**config.mk**
```make
export PLATFORM = sky130hd
export DESIGN_NAME = sector_load_ctrl
export DESIGN_NICKNAME = d
export VERILOG_FILES = /design/src/rtl/sector_load_ctrl.sv
export SDC_FILE = /design/constraint.sdc
export NUM_CORES = 1
export LEC_CHECK = 0
export BUFFER_PORTS_ARGS = -buffer_cell sky130_fd_sc_hd__buf_2
export CAP_MARGIN = 20
export CORE_MARGIN = 10
export CORE_UTILIZATION = 30
export DETAILED_ROUTE_END_ITERATION = 8
export PLACE_DENSITY_LB_ADDON = 0.2
export SLEW_MARGIN = 20
export SYNTH_ARGS = -nofsm -noshare
export SYNTH_HDL_FRONTEND = slang
export SYNTH_SLANG_ARGS = --single-unit
```
**constraint.sdc**
```tcl
create_clock -name clk -period 2.3 [get_ports clk]
set_clock_uncertainty 0.05 [all_clocks]
set_input_delay 0.23 -clock clk [delete_from_list [all_inputs] [get_ports clk]]
set_output_delay 0.23 -clock clk [all_outputs]
set_load 0.01 [all_outputs]
```
**src/rtl/sector_load_ctrl.sv**
```systemverilog
module sector_load_ctrl #(
  parameter int CLK_MHZ   = 50,
  parameter int WINDOW_US = 150,
  parameter int PROG_CYC  = 500,
  parameter int ADDR_W    = 15,
  parameter int OFF_W     = 6,
  parameter int DATA_W    = 8,
  parameter logic [7:0] BUSY_CODE = 8'hB0
) (
  input  logic                                  clk,
  input  logic                                  rst_n,
  input  logic                                  ce_n,
  input  logic                                  we_n,
  input  logic                                  oe_n,
  input  logic [ADDR_W-1:0]                     addr,
  input  logic [DATA_W-1:0]                     din,
  output logic [DATA_W-1:0]                     dout,
  output logic [(DATA_W<<OFF_W)-1:0]            buf_image,
  output logic [ADDR_W-OFF_W-1:0]               prog_sector,
  output logic                                  prog_start,
  output logic                                  busy,
  output logic                                  sector_err
);
  localparam int NBYTE   = 1 << OFF_W;
  localparam int SEC_W   = ADDR_W - OFF_W;
  localparam int TMO_CYC = CLK_MHZ * WINDOW_US;
  localparam int TW      = $clog2(TMO_CYC + 1);
  localparam int PW      = $clog2(PROG_CYC + 1);

  logic [DATA_W-1:0] mem [NBYTE];
  logic              strb_q, acc_q, win;
  logic [OFF_W-1:0]  off_q;
  logic [SEC_W-1:0]  sec_q;
  logic [TW-1:0]     tcnt;
  logic [PW-1:0]     pcnt;

  wire strb  = ~ce_n & ~we_n & oe_n;
  wire rd    = ~ce_n & ~oe_n & we_n;
  wire s_beg = strb & ~strb_q & ~busy;
  wire s_end = ~strb & strb_q;
  wire [SEC_W-1:0] sec_in = addr[ADDR_W-1:OFF_W];
  wire sec_ok = ~win | (sec_in == sec_q);
  wire tmo    = win & ~busy & ~strb & ~strb_q & (tcnt == TW'(TMO_CYC - 1));
  wire p_done = busy & (pcnt == PW'(PROG_CYC - 1));

  assign prog_sector = sec_q;
  assign dout = rd ? (busy ? DATA_W'(BUSY_CODE) : mem[addr[OFF_W-1:0]]) : '0;

  for (genvar g = 0; g < NBYTE; g++) begin : g_img
    assign buf_image[g*DATA_W +: DATA_W] = mem[g];
  end

  always_ff @(posedge clk) begin
    if (!rst_n) begin
      strb_q <= 1'b0;
      acc_q  <= 1'b0;
      off_q  <= '0;
    end else begin
      strb_q <= strb;
      if (s_beg) begin
        acc_q <= sec_ok;
        off_q <= addr[OFF_W-1:0];
      end else if (s_end || busy) begin
        acc_q <= 1'b0;
      end
    end
  end

  always_ff @(posedge clk) begin
    if (!rst_n) begin
      win        <= 1'b0;
      sec_q      <= '0;
      sector_err <= 1'b0;
    end else begin
      if (s_beg && !win) begin
        win   <= 1'b1;
        sec_q <= sec_in;
      end else if (tmo) begin
        win <= 1'b0;
      end
      if (s_beg && !sec_ok) sector_err <= 1'b1;
      else if (p_done)      sector_err <= 1'b0;
    end
  end

  always_ff @(posedge clk) begin
    if (!rst_n || !win || strb || strb_q) tcnt <= '0;
    else if (tcnt != TW'(TMO_CYC - 1))   tcnt <= tcnt + 1'b1;
  end

  always_ff @(posedge clk) begin
    if (!rst_n) begin
      busy       <= 1'b0;
      prog_start <= 1'b0;
      pcnt       <= '0;
    end else begin
      prog_start <= tmo;
      if (tmo) begin
        busy <= 1'b1;
        pcnt <= '0;
      end else if (p_done) begin
        busy <= 1'b0;
      end else if (busy) begin
        pcnt <= pcnt + 1'b1;
      end
    end
  end

  always_ff @(posedge clk) begin
    if (!rst_n || p_done) begin
      for (int i = 0; i < NBYTE; i++) mem[i] <= '1;
    end else if (s_end && acc_q && !busy) begin
      mem[off_q] <= din;
    end
  end

  p_frozen_busy_r10: assert property (@(posedge clk) disable iff (!rst_n)
    (busy && $past(busy)) |-> $stable(buf_image));
  p_start_one_cycle_r7: assert property (@(posedge clk) disable iff (!rst_n)
    prog_start |=> !prog_start);
  p_start_with_busy_r7: assert property (@(posedge clk) disable iff (!rst_n)
    prog_start |-> busy);
  p_clear_on_done_r8: assert property (@(posedge clk) disable iff (!rst_n)
    $fell(busy) |-> (&buf_image && !sector_err));
  p_quiet_before_prog_r7: assert property (@(posedge clk) disable iff (!rst_n)
    $rose(busy) |-> !$past(strb_q));
endmodule

```
Yosys cells after proc, flatten, opt, wreduce, memory -nomap -nowiden
Memory sizes are Yosys's and may differ from the RTL's.
Index checks and enable logic that the tools add are counted.
Widths: inputs -> output; s select.

word-level totals
  memories = 1
  RAM bits = 512
  word-level logic and storage cells = 76
  bits in registers = 43

operators by class
  muxes and demuxes = 17
  reduce and logical (&&, ||, !) cells = 20
  add/sub/neg operators = 2
  eq/ne operators = 4
  bitwise gates (word level) = 22

memory list
  memory  words  bits a word  rd ports  clocked after memory_dff  wr ports  RTL line  source
  mem     64     8            65        0                         64        30        logic [DATA_W-1:0] mem [NBYTE];

operator list
  cell                   count
  $mux 8                 3
  $add 13x1->13 const B  1
  $eq 13x13->1 const B   1
  $mux 1                 13
  $ne 13x13->1 const B   1
  $and 1x1->1            12
  $add 9x1->9 const B    1
  $eq 9x9->1             1
  $eq 9x9->1 const B     1
  $not 1->1              9
  $reduce_bool 2->1      4
  $reduce_or 8->1        1
  $mux 6                 1
  $logic_or 1x1->1       5
  $logic_and 1x1->1      4
  $logic_not 1->1        4
  $reduce_and 2->1       1
  $reduce_or 2->1        1
  $or 1x1->1             1

Longest topological paths before layout
Gate-level depths: netlist (run 1).

  word-level depth = 12
  depth in mapped cells = 8
  gate-level depth less buffers = 6

Worst setup path after synthesis (run 1)
OpenSTA, ideal clock, no wires.

  path kind = register to register
  start = reg busy
  end = mem mem[22][0] (enable)
  stages on the path, launching flop included = 7
  library setup time = 384 ps
  data arrival time = 2048 ps
  slack = -182 ps
  clock period less this slack = 2482 ps
  required time = 1866 ps
  cells stage by stage = dfxtp_1 > and4b_1 > nand3_1 > or3b_1 > clkbuf_1 > clkbuf_1 > o21ai_0

RTL lines
  item                    RTL line  source
  start, declared         21        output logic busy,
  start signal, assigned  93        busy <= 1'b0;
  start signal, assigned  99        busy <= 1'b1;
  start signal, assigned  102       busy <= 1'b0;
  end, declared           30

==> results of run 1 <==
## Yosys cell counts (4+ instances only)
cell and n:
buf_2 13, nor3_1 4, clkbuf_1 136, a211oi_1 6
buf_1 13, edfxtp_1 512, mux4_2 159, xor2_1 12
a21oi_1 6, or2_2 243, dfxtp_1 43, buf_6 5
nand2_1 79, or3_1 264, mux2i_1 29, nand3_1 8
o21ai_0 34, xnor2_1 14, nand4_1 8, inv_1 6
or2_1 17, nor2_1 50
## flip-flops by register name, indices dropped and copies added, names as in the netlist
name	count
mem	512
tcnt	13
pcnt	9
prog_sector	9
off_q	6
acc_q	1
busy	1
prog_start	1
sector_err	1
strb_q	1
win	1
## final timing paths
| kind | startpoint | end | slack [ns] | cells after the start |
|---|---|---|---|---|
| setup / recovery | mem[40][4]$_SDFFCE_PN1P_ | dout[4] | -0.81 | 5 |
| hold / removal | ce_n | strb_q$_SDFF_PN0_ | 0.10 | 4 |
| setup reg to reg | busy$_SDFFE_PN0P_ | mem[40][2]$_SDFFCE_PN1P_ | 0.04 | 7 |
| hold reg to reg | tcnt[11]$_SDFFE_PP0N_ | tcnt[11]$_SDFFE_PP0N_ | 0.46 | 2 |
## per-stage QoR
stage	area (um^2)	std cells	TNS (ns)	hold slack [ns]
2_1_floorplan	25540	1709	-11.44	0.3057
3_3_place_gp	34700	3932	-74.63	0.4279
3_5_place_dp	34700	3932	-88.60	0.4488
4_1_cts	37340	4107	-6.073	0.07414
5_1_grt	37550	4118	-8.762	0.1064
6_report	37550	4118	-5.867	0.1005
## repair_timing
item                                    CTS  global route
buffers inserted                         53            11
resized for setup                        44            40
endpoints found under the setup margin  103           165
hold buffers                             12             0
pin swaps                                 7             4
hold endpoints to repair                 12             0
## layout make-up
| type | instances | area share [%] |
|---|---|---|
| flip-flops and latches | 555 | 43.25 |
| repair buffers | 1331 | 24.16 |
| multi-input cells | 978 | 23.64 |
| clock buffers | 84 | 4.378 |
| well taps | 1134 | 3.779 |
| clock inverters | 29 | 0.7164 |
| inverters | 7 | 0.06997 |
## report_power, final
part | leakage, nW | switching [mW] | internal, mW
registers | 3.81 | 0.0186 | 11.0
logic | 6.69 | 0.770 | 0.405
clock network | 0.921 | 4.18 | 5.36
## routing by layer
layer  share of wire (%)  up-vias  wire, um  global-route usage (%)
li1                    -     8926         -                       -
met1                  42    10700     47850                   30.59
met2                  48     1051     54830                   36.88
met3                 8.0      155      9235                   4.511
met4                 2.6        4      2992                   6.101
met5               0.023        -        27                       0
## cell families after synthesis
family,Yosys count
compound gates,58
xor+xnor,26
fa+ha+maj,3
buf+inv,176
flops,555
mux,188
simple gates,703
## critical path: cells and delay by family (launching register included)
kind,cells,cell delay [ns]
AOI/OAI and AO/OA,2,0.49
buffers and inverters,1,0.17
DFF,1,0.45
muxes,2,1.08
==> metrics.txt, run 1 <==
register area share after synthesis 63.57%; power after layout 21.71 mW; Diodes inserted 0; Synth top area share 60.20%; HPWL Detailed 87,880 um; CTS tree built; simple-gate share of the synthesized area 16.11%; Worst Path Max Fanout 2; Compound-Gate Fraction of Synth Area 1.303%; vias in the first global route 21,420; status finished with violations; largest cells by area after synthesis edfxtp_1 (60%), mux4_2 (14%), or3_1 (6.5%), or2_2 (6.0%), dfxtp_1 (3.4%); worst-path cell chain mux4_2, mux4_2, a211oi_4, a211oi_4, buf_2; synth-to-layout area growth 47.03%; f_max 321.2 MHz; Setup WS pre-CTS -0.7594 ns; Initial Utilization 30.37%; max cap viols 0; final setup vio count 8; average wire per standard cell 27.91 um; final worst path period need 3.113 ns; relative slew slack 36.70%; clock sink total 555; Slowest Stage Delay on Critical Path 0.57 ns; root buf cell clkbuf_16; Crit path required time 2.02 ns; Worst setup SP type flop; xor/xnor share of the synthesized area 0.8916%; #FFs+latches synth 555; number of I/O pins 560; area of the multi-input gates 8879 um^2; Peak VDD IR 660.2 uV; H-tree Lvls 2; final WL 114,900 um; GRT overflow 0; # fillers 7,773; initial antenna violation count 5; CP Capture Type output port; Final GP Congestion 0.9280; Main synth FF type edfxtp_1; Max clock buf depth 3; Mapped Cells 1,709; post-synthesis mux area share 15.16%; Pre-antenna DRT Iters 5; Worst path slowest cell mux4_2; failing checks negative setup slack; crit path kind flop to output port; Synth warnings 0; Initial DRC Count 2,134; Worst Tran Pin Value 0.9495 ns; commonest non-fill, non-tap cell in the layout buf_4; Die Ht 311.8 um; first-pass GRT wire length 161,900 um; overall die area 97,200 um^2; row count 106; clock latency on the worst-skew pair 0.63 ns; Hold Vio Cnt, Final 0; I/O Buffers 559; Total Routing Usage GR 22.69%; post-synth top area cell edfxtp_1; syn_area_per_cell 14.94 um^2; post-route setup slack -0.8131 ns; Pwr Density 578.1 nW/um^2; most frequent cells in the layout buf_4 (724), buf_2 (550), edfxtp_1 (512); largest net degree at the start of global routing 65; Clock Pin Slew Worst Setup and Hold Paths 0.06 ns; Placeable Area 84,090 um^2; Hold WC Path Type primary input to flop; Tcrit/Tclk final 135.4%; Synth Cell Area 25,540 um^2; EDFF count, synth 512; vias 20,830; share of layout cells above drive strength 1 62.27%; Core Util, Final 44.66%; vias per cell 5.059; max-slew violations 0; count of cell types in the netlist 51; CTS buffer count 61; leak pwr 11.43 nW; sequential cell area 16,240 um^2; RSZ-0062 raised after global routing yes; final net count 2,964; main combinational cell family by area after synthesis simple AND/OR/NAND/NOR gates; critical path arrival 2.83 ns; Post-Synth Adder-Cell Area 0.1372%; syn nets 1,739; number of remaining DRC errors 0; die width 311.8 um; antenna viol nets, final 0; ys async rst share 0%
Note: power is estimated with default switching activity, not from simulation.
==> inputs of run 2 (changes only) <==
--- a/config.mk
+++ b/config.mk
@@ -11,6 +11,7 @@
 export CORE_UTILIZATION = 30
 export DETAILED_ROUTE_END_ITERATION = 8
 export PLACE_DENSITY_LB_ADDON = 0.2
+export REMOVE_ABC_BUFFERS = 1
 export SLEW_MARGIN = 20
 export SYNTH_ARGS = -nofsm -noshare
 export SYNTH_HDL_FRONTEND = slang
==> constraint.sdc (replaced) <==
create_clock -name clk -period 3.68 [get_ports clk]
set_clock_uncertainty 0.05 [all_clocks]
set_input_delay 0.368 -clock clk [delete_from_list [all_inputs] [get_ports clk]]
set_output_delay 0.368 -clock clk [all_outputs]
set_load 0.01 [all_outputs]
==> run 2 against run 1 <==
The run now ends clean. Global-route usage decreased by 0.37 points. Worst setup slack better by 0.97 ns. Hold slack worse by 0.041 ns. Non-clock buffer count shrank 678. Routed wire length down 1.3%. Sequential power down 38%. Die area unchanged. Register-to-register slack better by 0.63 ns. Flip-flop and latch count unchanged. Power fell by 36%. Sequential share of layout area increased by 7.5 points. Highest routed layer unchanged.
==> metrics.txt, run 2 (synthesis results as in run 1) <==
vias in the first global route 18,510; critical path arrival 3.10 ns; share of layout cells above drive strength 1 50.09%; average wire per standard cell 32.95 um; Initial Utilization 30.37%; postcts setup bufs 0; Hold WC Path Type primary input to flop; Diodes inserted 0; I/O Buffers 559; Final GP Congestion 0.9053; CP Capture Type output port; CP Launch Point mem[14][5]$_SDFFCE_PN1P_; Worst Tran Pin Value 1.050 ns; number of I/O pins 560; largest reg by FF count mem; power after layout 13.93 mW; Crit path required time 3.26 ns; Hold Startpoint ce_n; die width 311.8 um; total negative slack 0 ns; Initial DRC Count 1,997; Worst Path Max Fanout 2; final setup vio count 0; Die Ht 311.8 um; post_cts resized 0; Tcrit/Tclk final 95.73%; CTS buffer count 61; Pre-antenna DRT Iters 5; final worst path period need 3.523 ns; final WL 113,400 um; HPWL Detailed 85,510 um; crit path kind flop to output port; clock latency on the worst-skew pair 0.62 ns; number of remaining DRC errors 0; commonest non-fill, non-tap cell in the layout buf_2; max FFs per register 512; clock sink total 555; Top Registers mem (512), tcnt (13); final design instance area without fill 31,990 um^2; Setup WS pre-CTS 0.2361 ns; Hold Vio Cnt, Final 0; root buf cell clkbuf_16; post-route setup slack 0.1573 ns; relative slew slack 29.51%; r2r startpoint busy$_SDFFE_PN0P_; final net count 2,286; max cap viols 0; Core Util, Final 38.05%; overall die area 97,200 um^2; first-pass GRT wire length 155,100 um; CTS tree built; vias 18,400; vias per cell 5.346; max-slew violations 0; Worst setup SP type flop; f_max 283.9 MHz; RSZ-0062 raised after global routing no; Max clock buf depth 3; largest net degree at the start of global routing 65; status finished, final reports clean; most frequent cells in the layout buf_2 (556), edfxtp_1 (512), or3_1 (263); row count 106; Total Routing Usage GR 22.32%; GRT overflow 0; H-tree Lvls 2; quantity of hold-fixing buffers added after cts 11; antenna viol nets, final 0; initial antenna violation count 4; Placeable Area 84,090 um^2; Peak VDD IR 304.3 uV; DP Area 29,810 um^2; Clock Pin Slew Worst Setup and Hold Paths 0.06 ns; Pwr Density 435.3 nW/um^2; synth-to-layout area growth 25.27%; leak pwr 8.432 nW
-- run 2: metrics by stage --
step	cells	hold slack, ns
floorplan	1540	0.4169
global placement	3316	0.4148
detailed placement	3316	0.4279
CTS	3442	0.01438
global route	3442	0.06789
finish	3442	0.05908
-- run 2: final timing paths --
kind | end | slack [ns] | cells past startpoint
worst max-delay path | dout[5] | 0.16 | 5
worst min-delay path | strb_q$_SDFF_PN0_ | 0.06 | 3
worst max register to register | mem[14][6]$_SDFFCE_PN1P_ | 0.67 | 5
worst min register to register | sector_err$_SDFFE_PN0P_ | 0.44 | 1
-- run 2: area by class of cell --
class / count / area, um^2
Fill cell: 8049 / 52090
Clock buffer: 81 / 1705
Clock inverter: 34 / 369.1
Tap cell: 1134 / 1419
Timing Repair Buffer: 653 / 3625
Multi-Input combinational cell: 978 / 8613
Inverter: 7 / 26.28
Sequential cell: 555 / 16240
-- run 2: metal layers --
metal  part of all wire (%)  GRT usage (%)  vias up
li1                       -              -     7594
met1                     40          28.86     9704
met2                     48          36.67      957
met3                    8.6          5.623      143
met4                    2.9          6.318        4
met5                  0.027              0        -
-- run 2: where the power goes --
group / internal (mW) / total [mW] / switching [mW]
combinational: 0.167 / 0.636 / 0.469
sequential: 6.86 / 6.87 / 0.0102
clock: 3.75 / 6.42 / 2.67
-- run 2: critical path, cell delays in order (launching register included) --
cell      delay, ns
edfxtp_1       0.49
mux4_2         0.56
mux4_2         0.56
mux2i_1        0.47
a211oi_1       0.18
buf_2          0.21
